**src/rtl/seqlock_pkg.sv**
```systemverilog
package seqlock_pkg;

  localparam int ST_W = 3;

  // State codes are fixed; codes 110 and 111 are unused.
  typedef enum logic [ST_W-1:0] {
    ST_IDLE = 3'b000,
    ST_OK1  = 3'b001,
    ST_OK2  = 3'b010,
    ST_OPEN = 3'b011,
    ST_BAD1 = 3'b100,
    ST_BAD2 = 3'b101
  } lock_st_e;

  typedef enum logic [1:0] {
    KEY_NONE = 2'd0,
    KEY_A    = 2'd1,
    KEY_B    = 2'd2
  } key_e;

endpackage

```
**src/rtl/seqlock_keydec.sv**
```systemverilog
module seqlock_keydec
  import seqlock_pkg::*;
(
  input  logic key_vld,
  input  logic key_a,
  input  logic key_b,
  output key_e key
);

  always_comb begin
    unique case ({key_vld, key_a, key_b})
      3'b110:  key = KEY_A;
      3'b101:  key = KEY_B;
      default: key = KEY_NONE;
    endcase
  end

endmodule

```
**src/rtl/seqlock_next.sv**
```systemverilog
module seqlock_next
  import seqlock_pkg::*;
(
  input  lock_st_e cur,
  input  key_e     key,
  output lock_st_e nxt
);

  logic pressed;
  assign pressed = (key != KEY_NONE);

  always_comb begin
    nxt = ST_IDLE;
    case (cur)
      ST_IDLE: begin
        if (key == KEY_B)      nxt = ST_OK1;
        else if (key == KEY_A) nxt = ST_BAD1;
        else                   nxt = ST_IDLE;
      end
      ST_OK1: begin
        if (key == KEY_A)      nxt = ST_OK2;
        else if (key == KEY_B) nxt = ST_BAD2;
        else                   nxt = ST_OK1;
      end
      ST_OK2: begin
        if (key == KEY_B)      nxt = ST_OPEN;
        else if (key == KEY_A) nxt = ST_IDLE;
        else                   nxt = ST_OK2;
      end
      ST_OPEN: nxt = ST_IDLE;
      ST_BAD1: nxt = pressed ? ST_BAD2 : ST_BAD1;
      ST_BAD2: nxt = pressed ? ST_IDLE : ST_BAD2;
      default: nxt = ST_IDLE;
    endcase
  end

endmodule

```
**src/rtl/seqlock_outdec.sv**
```systemverilog
module seqlock_outdec
  import seqlock_pkg::*;
#(
  parameter int CNT_W = 4
) (
  input  lock_st_e         cur,
  output logic             unlock,
  output logic [CNT_W-1:0] count
);

  always_comb begin
    unlock = 1'b0;
    count  = '0;
    case (cur)
      ST_OK1, ST_BAD1: count = CNT_W'(1);
      ST_OK2, ST_BAD2: count = CNT_W'(2);
      ST_OPEN: begin
        count  = CNT_W'(3);
        unlock = 1'b1;
      end
      default: begin
        count  = '0;
        unlock = 1'b0;
      end
    endcase
  end

endmodule

```
**src/rtl/seqlock_top.sv**
```systemverilog
module seqlock_top
  import seqlock_pkg::*;
#(
  parameter int CNT_W = 4
) (
  input  logic             clk,
  input  logic             rst,
  input  logic             key_vld,
  input  logic             key_a,
  input  logic             key_b,
  output logic             unlock,
  output logic [CNT_W-1:0] keys_entered
);

  key_e     key;
  lock_st_e st_q;
  lock_st_e st_d;

  seqlock_keydec u_keydec (
    .key_vld (key_vld),
    .key_a   (key_a),
    .key_b   (key_b),
    .key     (key)
  );

  seqlock_next u_next (
    .cur (st_q),
    .key (key),
    .nxt (st_d)
  );

  always_ff @(posedge clk) begin
    if (rst) st_q <= ST_IDLE;
    else     st_q <= st_d;
  end

  seqlock_outdec #(.CNT_W(CNT_W)) u_outdec (
    .cur    (st_q),
    .unlock (unlock),
    .count  (keys_entered)
  );

endmodule

```
**config.mk**
```make
export PLATFORM = sky130hd
export DESIGN_NAME = seqlock_top
export DESIGN_NICKNAME = d
export VERILOG_FILES = /design/src/rtl/seqlock_pkg.sv /design/src/rtl/seqlock_keydec.sv /design/src/rtl/seqlock_next.sv /design/src/rtl/seqlock_outdec.sv /design/src/rtl/seqlock_top.sv
export SDC_FILE = /design/constraint.sdc
export NUM_CORES = 1
export LEC_CHECK = 0
export BUFFER_PORTS_ARGS = -buffer_cell sky130_fd_sc_hd__buf_4
export CAP_MARGIN = 10
export CORE_AREA = 3 3 40 42
export CTS_CLUSTER_SIZE = 8
export DETAILED_ROUTE_END_ITERATION = 10
export DIE_AREA = 0 0 43 45
export HOLD_SLACK_MARGIN = 0.03
export PLACE_DENSITY = 0.44
export SLEW_MARGIN = 20
export SYNTH_ARGS = -nofsm -noshare
export SYNTH_HDL_FRONTEND = slang
export SYNTH_SLANG_ARGS = --single-unit
```
**constraint.sdc**
```tcl
create_clock -name clk -period 2.4 [get_ports clk]
set_input_delay 0.12 -clock clk [delete_from_list [all_inputs] [get_ports clk]]
set_output_delay 0.12 -clock clk [all_outputs]
set_load 0.03 [all_outputs]
```
==> flow_metrics.tcl, run 1 <==
set metrics [dict create \
    placed_cells 56 \
    path_cells "nor2b_1 -> mux2_2 -> buf_4" \
    final_area_um2 351.6 \
    reg.largest.list "st_q x3" \
    diodes 0 \
    cts_max_path_buffers 2 \
    crit_fanout 10 \
    ys_top_cells_by_area "dfxtp_1, or3_1, o21ai_0, buf_4, nand2b_1" \
    synth_cell_types 24 \
    layout.nets 51 \
    holdBufCountCts 0 \
    max_cap_viol_count 0 \
    r2r-end "st_q[0]" \
    place.port_buffers 7 \
    power_leakage_nw 0.1491 \
    clock-sinks 3 \
    antenna_found_initial 0 \
    slowest_stage "dfxtp_1" \
    critical_path.top_delay_family "flip-flops" \
    hold_depth 2 \
    netlist_instances 36 \
    area_growth_pct 27.15 \
    fin_skew_ns 0.009787 \
    fp.dieW_um 43 \
    ys_ff_latch 3 \
    multi_input_area_um2 186.4 \
    synth.avg_cell_area_um2 7.681 \
    power_mw 0.2065 \
    nFillCells 139 \
    cp-start-kind "flop" \
    drtPass1Iterations 2 \
    vias 275 \
    dpl.hpwl_um 497.1 \
    cp.depth 3 \
    grt_overflow 0 \
    critPathLaunch "st_q[0]" \
    ir_drop_mv 0.1577 \
    critPathKind "reg -> out" \
    core_um2 1285 \
    cts_setup_buffers 0 \
    stdcell_count 60 \
    clk-insertion-delay-late_ns 0.24 \
    wl_per_cell_um 11.30 \
    postPlaceCellArea_um2 325.3 \
    slew_viol_final 0 \
    max_freq_ghz 0.7330 \
    cts_made_buffers 3 \
    layout_common_cells "buf_4, o21ai_0, or3_1, clkbuf_4, dfxtp_1" \
    std_cell_rows 13 \
    seq_area_um2 60.06 \
    root_buffer "clkbuf_4" \
    reg2reg_depth 3 \
    start_util 0.2152 \
    place_congestion 0.7114 \
    via_per_inst 4.583 \
    worstPathArrival_ns 1.24 \
    setup_slack_ns 1.036 \
    yosysSeqAreaShare 0.2172 \
    grt_max_degree 11 \
    end_kind "output port" \
    grtUsageTotal 0.07731 \
    cts_tree "built" \
    dr.first_iter.drc_count 1 \
    grt_pass1_wl_um 1097 \
    r2r_slack_ns 1.09 \
    ant_nets 0 \
    largest_reg_flops 3 \
    post-route-period-util 0.5684 \
    finalSetupTns_ns 0 \
    hold_path_class "in -> reg" \
    final_common_cell "buf_4" \
    dpl_worst_slack_ns 1.101 \
    die_h_um 45 \
    power_density_nw_per_um2 587.3 \
    htreeDepth 1 \
    path_buf_inv 1 \
    die-area_um2 1935 \
    endpoint "keys_entered[1]" \
    r2r-start "st_q[0]" \
    synth_area_um2 276.5 \
    regMostFlops "st_q" \
    final_util 0.2736 \
    drive_gt1_frac 0.2444 \
    drt_wl_total_um 678 \
    status "complete, no violations" \
    remaining_drc_errors 0 \
    grt_pass1_vias 244 \
    yosys.area.top_type "dfxtp_1" \
    cts_resized 0 \
    cts.clk_slew.worst_paths_ns 0.04 \
    cp.required_ns 2.28 \
    yosysTopAreaCellShare 0.2172 \
    yosys_warnings 0 \
    timing.hold.ws_ns 0.08119 \
    finalCriticalPeriod_ns 1.364 \
    finalHoldViolations 0 \
    rsz0062_at_grt "false" \
    io_pins 10 \
    finalSetupViolations 0 \
    slowest_delay_ns 0.46 \
]
-- cell families after synthesis --
family                 Yosys count  synth area share
AND/OR/NAND/NOR                 17            0.3575
AO/OA/AOI/OAI                    8            0.2127
buffers and inverters            5            0.1222
flip-flops                       3            0.2172
multiplexers                     2           0.07692
other                            1           0.01356
-- synthesized netlist by cell type --
| master | count |
|---|---|
| buf_4 | 2 |
| buf_6 | 1 |
| and3_1 | 1 |
| conb_1 | 1 |
| nor3b_1 | 1 |
| o2111ai_1 | 1 |
| a22o_1 | 1 |
| a311oi_1 | 1 |
| nand3b_1 | 1 |
| or3_1 | 3 |
| a32oi_1 | 1 |
| nand2b_1 | 2 |
| o311ai_0 | 1 |
| o21ai_0 | 3 |
| nor3_1 | 1 |
| mux2i_1 | 1 |
| nand2_1 | 2 |
| nor2b_1 | 2 |
| dfxtp_1 | 3 |
| inv_1 | 2 |
| nor2_1 | 2 |
| and2_1 | 1 |
| and2b_1 | 1 |
| mux2_2 | 1 |
-- power breakdown --
part / leakage [nW] / total (mW) / internal [mW] / switching (mW)
Clock: 0.0150 / 0.0893 / 0.0624 / 0.0269
Combinational: 0.110 / 0.0549 / 0.0242 / 0.0307
Sequential: 0.0246 / 0.0623 / 0.0543 / 0.00809
Total: 0.149 / 0.206 / 0.141 / 0.0657
-- per-layer routing --
metal / routed length, um / part of all wire / GRT usage
met5: 0 / 0 / 0
met4: 0 / 0 / 0.05422
met3: 39 / 0.058 / 0.03586
met2: 319 / 0.47 / 0.1048
met1: 319 / 0.47 / 0.09592
-- worst min path at each step --
stage / to / startpoint / slack, ns
2_1_floorplan: st_q[1] / rst / 0.20
4_1_cts: st_q[1] / rst / 0.08
3_5_place_dp: st_q[1] / rst / 0.33
5_1_grt: st_q[1] / rst / 0.09
6_report: st_q[1] / rst / 0.08
3_3_place_gp: st_q[1] / rst / 0.33
-- cell type report --
type                            count  area share
Multi-Input combinational cell     29      0.5302
Inverter                            2     0.02135
Tap cell                           15     0.05338
Sequential cell                     3      0.1708
Clock buffer                        4     0.07473
Timing Repair Buffer                7      0.1495
(Power assumes the default switching activity.)
==> inputs of run 2 (changes only) <==
==> constraint.sdc (replaced) <==
create_clock -name clk -period 1.3 [get_ports clk]
set_input_delay 0.065 -clock clk [delete_from_list [all_inputs] [get_ports clk]]
set_output_delay 0.065 -clock clk [all_outputs]
set_load 0.03 [all_outputs]
==> flow_metrics.tcl, run 2 (same netlist as run 1, synthesis figures left out) <==
set metrics [dict create \
    area_growth_pct 48.87 \
    largest_reg_flops 3 \
    power.share.sequential 0.261 \
    final_common_cell "buf_4" \
    via_per_inst 4.646 \
    power_mw 0.4153 \
    cts_max_path_buffers 2 \
    layout.nets 56 \
    fp.dieW_um 43 \
    drive_gt1_frac 0.3400 \
    die_h_um 45 \
    drt_wl_total_um 700 \
    wl_per_cell_um 10.77 \
    crit_top_cell "buf_6" \
    swShare 0.3048 \
    ant_nets 0 \
    r2r-end "st_q[0]" \
    power_density_nw_per_um2 1009 \
    std_cell_rows 13 \
    status "complete, no violations" \
    critPathKind "reg -> out" \
    finalSetupViolations 0 \
    nFillCells 142 \
    max_cap_viol_count 0 \
    place.port_buffers 7 \
    start_util 0.2152 \
    post-route-period-util 0.9748 \
    grt_max_degree 9 \
    regMostFlops "st_q" \
    dpl.hpwl_um 508.9 \
    crit_fanout 6 \
    end_kind "output port" \
    power_leakage_nw 0.1801 \
    critPathLaunch "st_q[0]" \
    slew_viol_final 0 \
    slowest_stage "dfxtp_2" \
    p_int_mw 0.2887 \
    remaining_drc_errors 0 \
    ir_drop_mv 0.4804 \
    r2r_slack_ns 0.07 \
    cts_tree "built" \
    die-area_um2 1935 \
    layout_common_cells "buf_4, or3_1, clkbuf_4" \
    worstPathArrival_ns 1.20 \
    place_congestion 0.6951 \
    finalHoldViolations 0 \
    switchingPower_mw 0.1266 \
    fin_skew_ns 0.00009814 \
    drtPass1Iterations 4 \
    vias 302 \
    hold_depth 2 \
    grtUsageTotal 0.08063 \
    cp.required_ns 1.24 \
    clock-sinks 3 \
    cp-start-kind "flop" \
    rsz0062_at_grt "true" \
    dpl_worst_slack_ns 0.05192 \
    finalCriticalPeriod_ns 1.267 \
    clk-insertion-delay-late_ns 0.23 \
    path_cells "buf_6 -> nor2b_4 -> mux2_4 -> buf_6" \
    grt_overflow 0 \
    grt_pass1_vias 286 \
    setup_slack_ns 0.03281 \
    comb_power_share 0.348 \
    reg.largest.list "st_q x3" \
    pwr-share-clk 0.392 \
    slowest_delay_ns 0.32 \
    final_area_um2 411.6 \
    endpoint "keys_entered[1]" \
    r2r-start "st_q[0]" \
    dr.first_iter.drc_count 2 \
    max_freq_ghz 0.7892 \
    finalSetupTns_ns 0 \
    reg2reg_depth 3 \
    timing.hold.ws_ns 0.05557 \
    postPlaceCellArea_um2 340.3 \
    cts.clk_slew.worst_paths_ns 0.04 \
    core_um2 1285 \
    hold_path_class "in -> reg" \
    htreeDepth 1 \
    cts_made_buffers 3 \
    root_buffer "clkbuf_4" \
    grt_pass1_wl_um 1138 \
    antenna_found_initial 0 \
    io_pins 10 \
    diodes 0 \
]
[run 2: layout make-up]
type	instances	area, um2	area share
Tap cell	15	18.77	0.04559
Multi-Input combinational cell	29	197.7	0.4802
Inverter	2	7.507	0.01824
Timing Repair Buffer	12	100.1	0.2432
Clock buffer	4	26.28	0.06383
Sequential cell	3	61.31	0.1489
[run 2: worst min-delay path by stage]
stage / slack, ns / from / endpoint
after floorplan: 0.14 / rst / st_q[1]
final: 0.06 / key_a / st_q[0]
after CTS: 0.05 / key_a / st_q[0]
after global placement: 0.27 / rst / st_q[1]
after global routing: 0.05 / key_a / st_q[0]
after detailed placement: 0.27 / rst / st_q[1]
[run 2: layer usage]
layer  track usage  part of all wire
met5             0                 0
met4       0.01205                 0
met3       0.06773             0.084
met2        0.1257              0.45
met1       0.08633              0.46
[run 2: power groups by stage]
stage / registers, mW / clock network (mW) / logic, mW
after global placement: 0.108 / 0 / 0.123
after detailed placement: 0.108 / 0 / 0.122
after global routing: 0.109 / 0.180 / 0.156
final: 0.108 / 0.163 / 0.144
after CTS: 0.108 / 0.170 / 0.129
after floorplan: 0.107 / 0 / 0.0845
[run 2: worst max-delay path: cells and delay by family (launching register included)]
family	cells	cell delay, ns
buffers and inverters	2	0.27
and+or+nand+nor	1	0.12
muxes	1	0.26
DFF	1	0.32
[run 2: timing repair]
item                                    CTS  global route
pin swaps                                 0             1
endpoints found under the setup margin    1             2
buffers inserted                          0             2
endpoints found under the hold margin     2             0
hold buffers                              1             0
resized for setup                         4             2
[run 2: metrics by stage]
| stage | utilization | std cells |
|---|---|---|
| 2_1_floorplan | - | 37 |
| 3_3_place_gp | 0.2648 | 58 |
| 3_5_place_dp | 0.2648 | 58 |
| 4_1_cts | 0.3028 | 63 |
| 5_1_grt | 0.3204 | 65 |
| 6_report | 0.3204 | 65 |
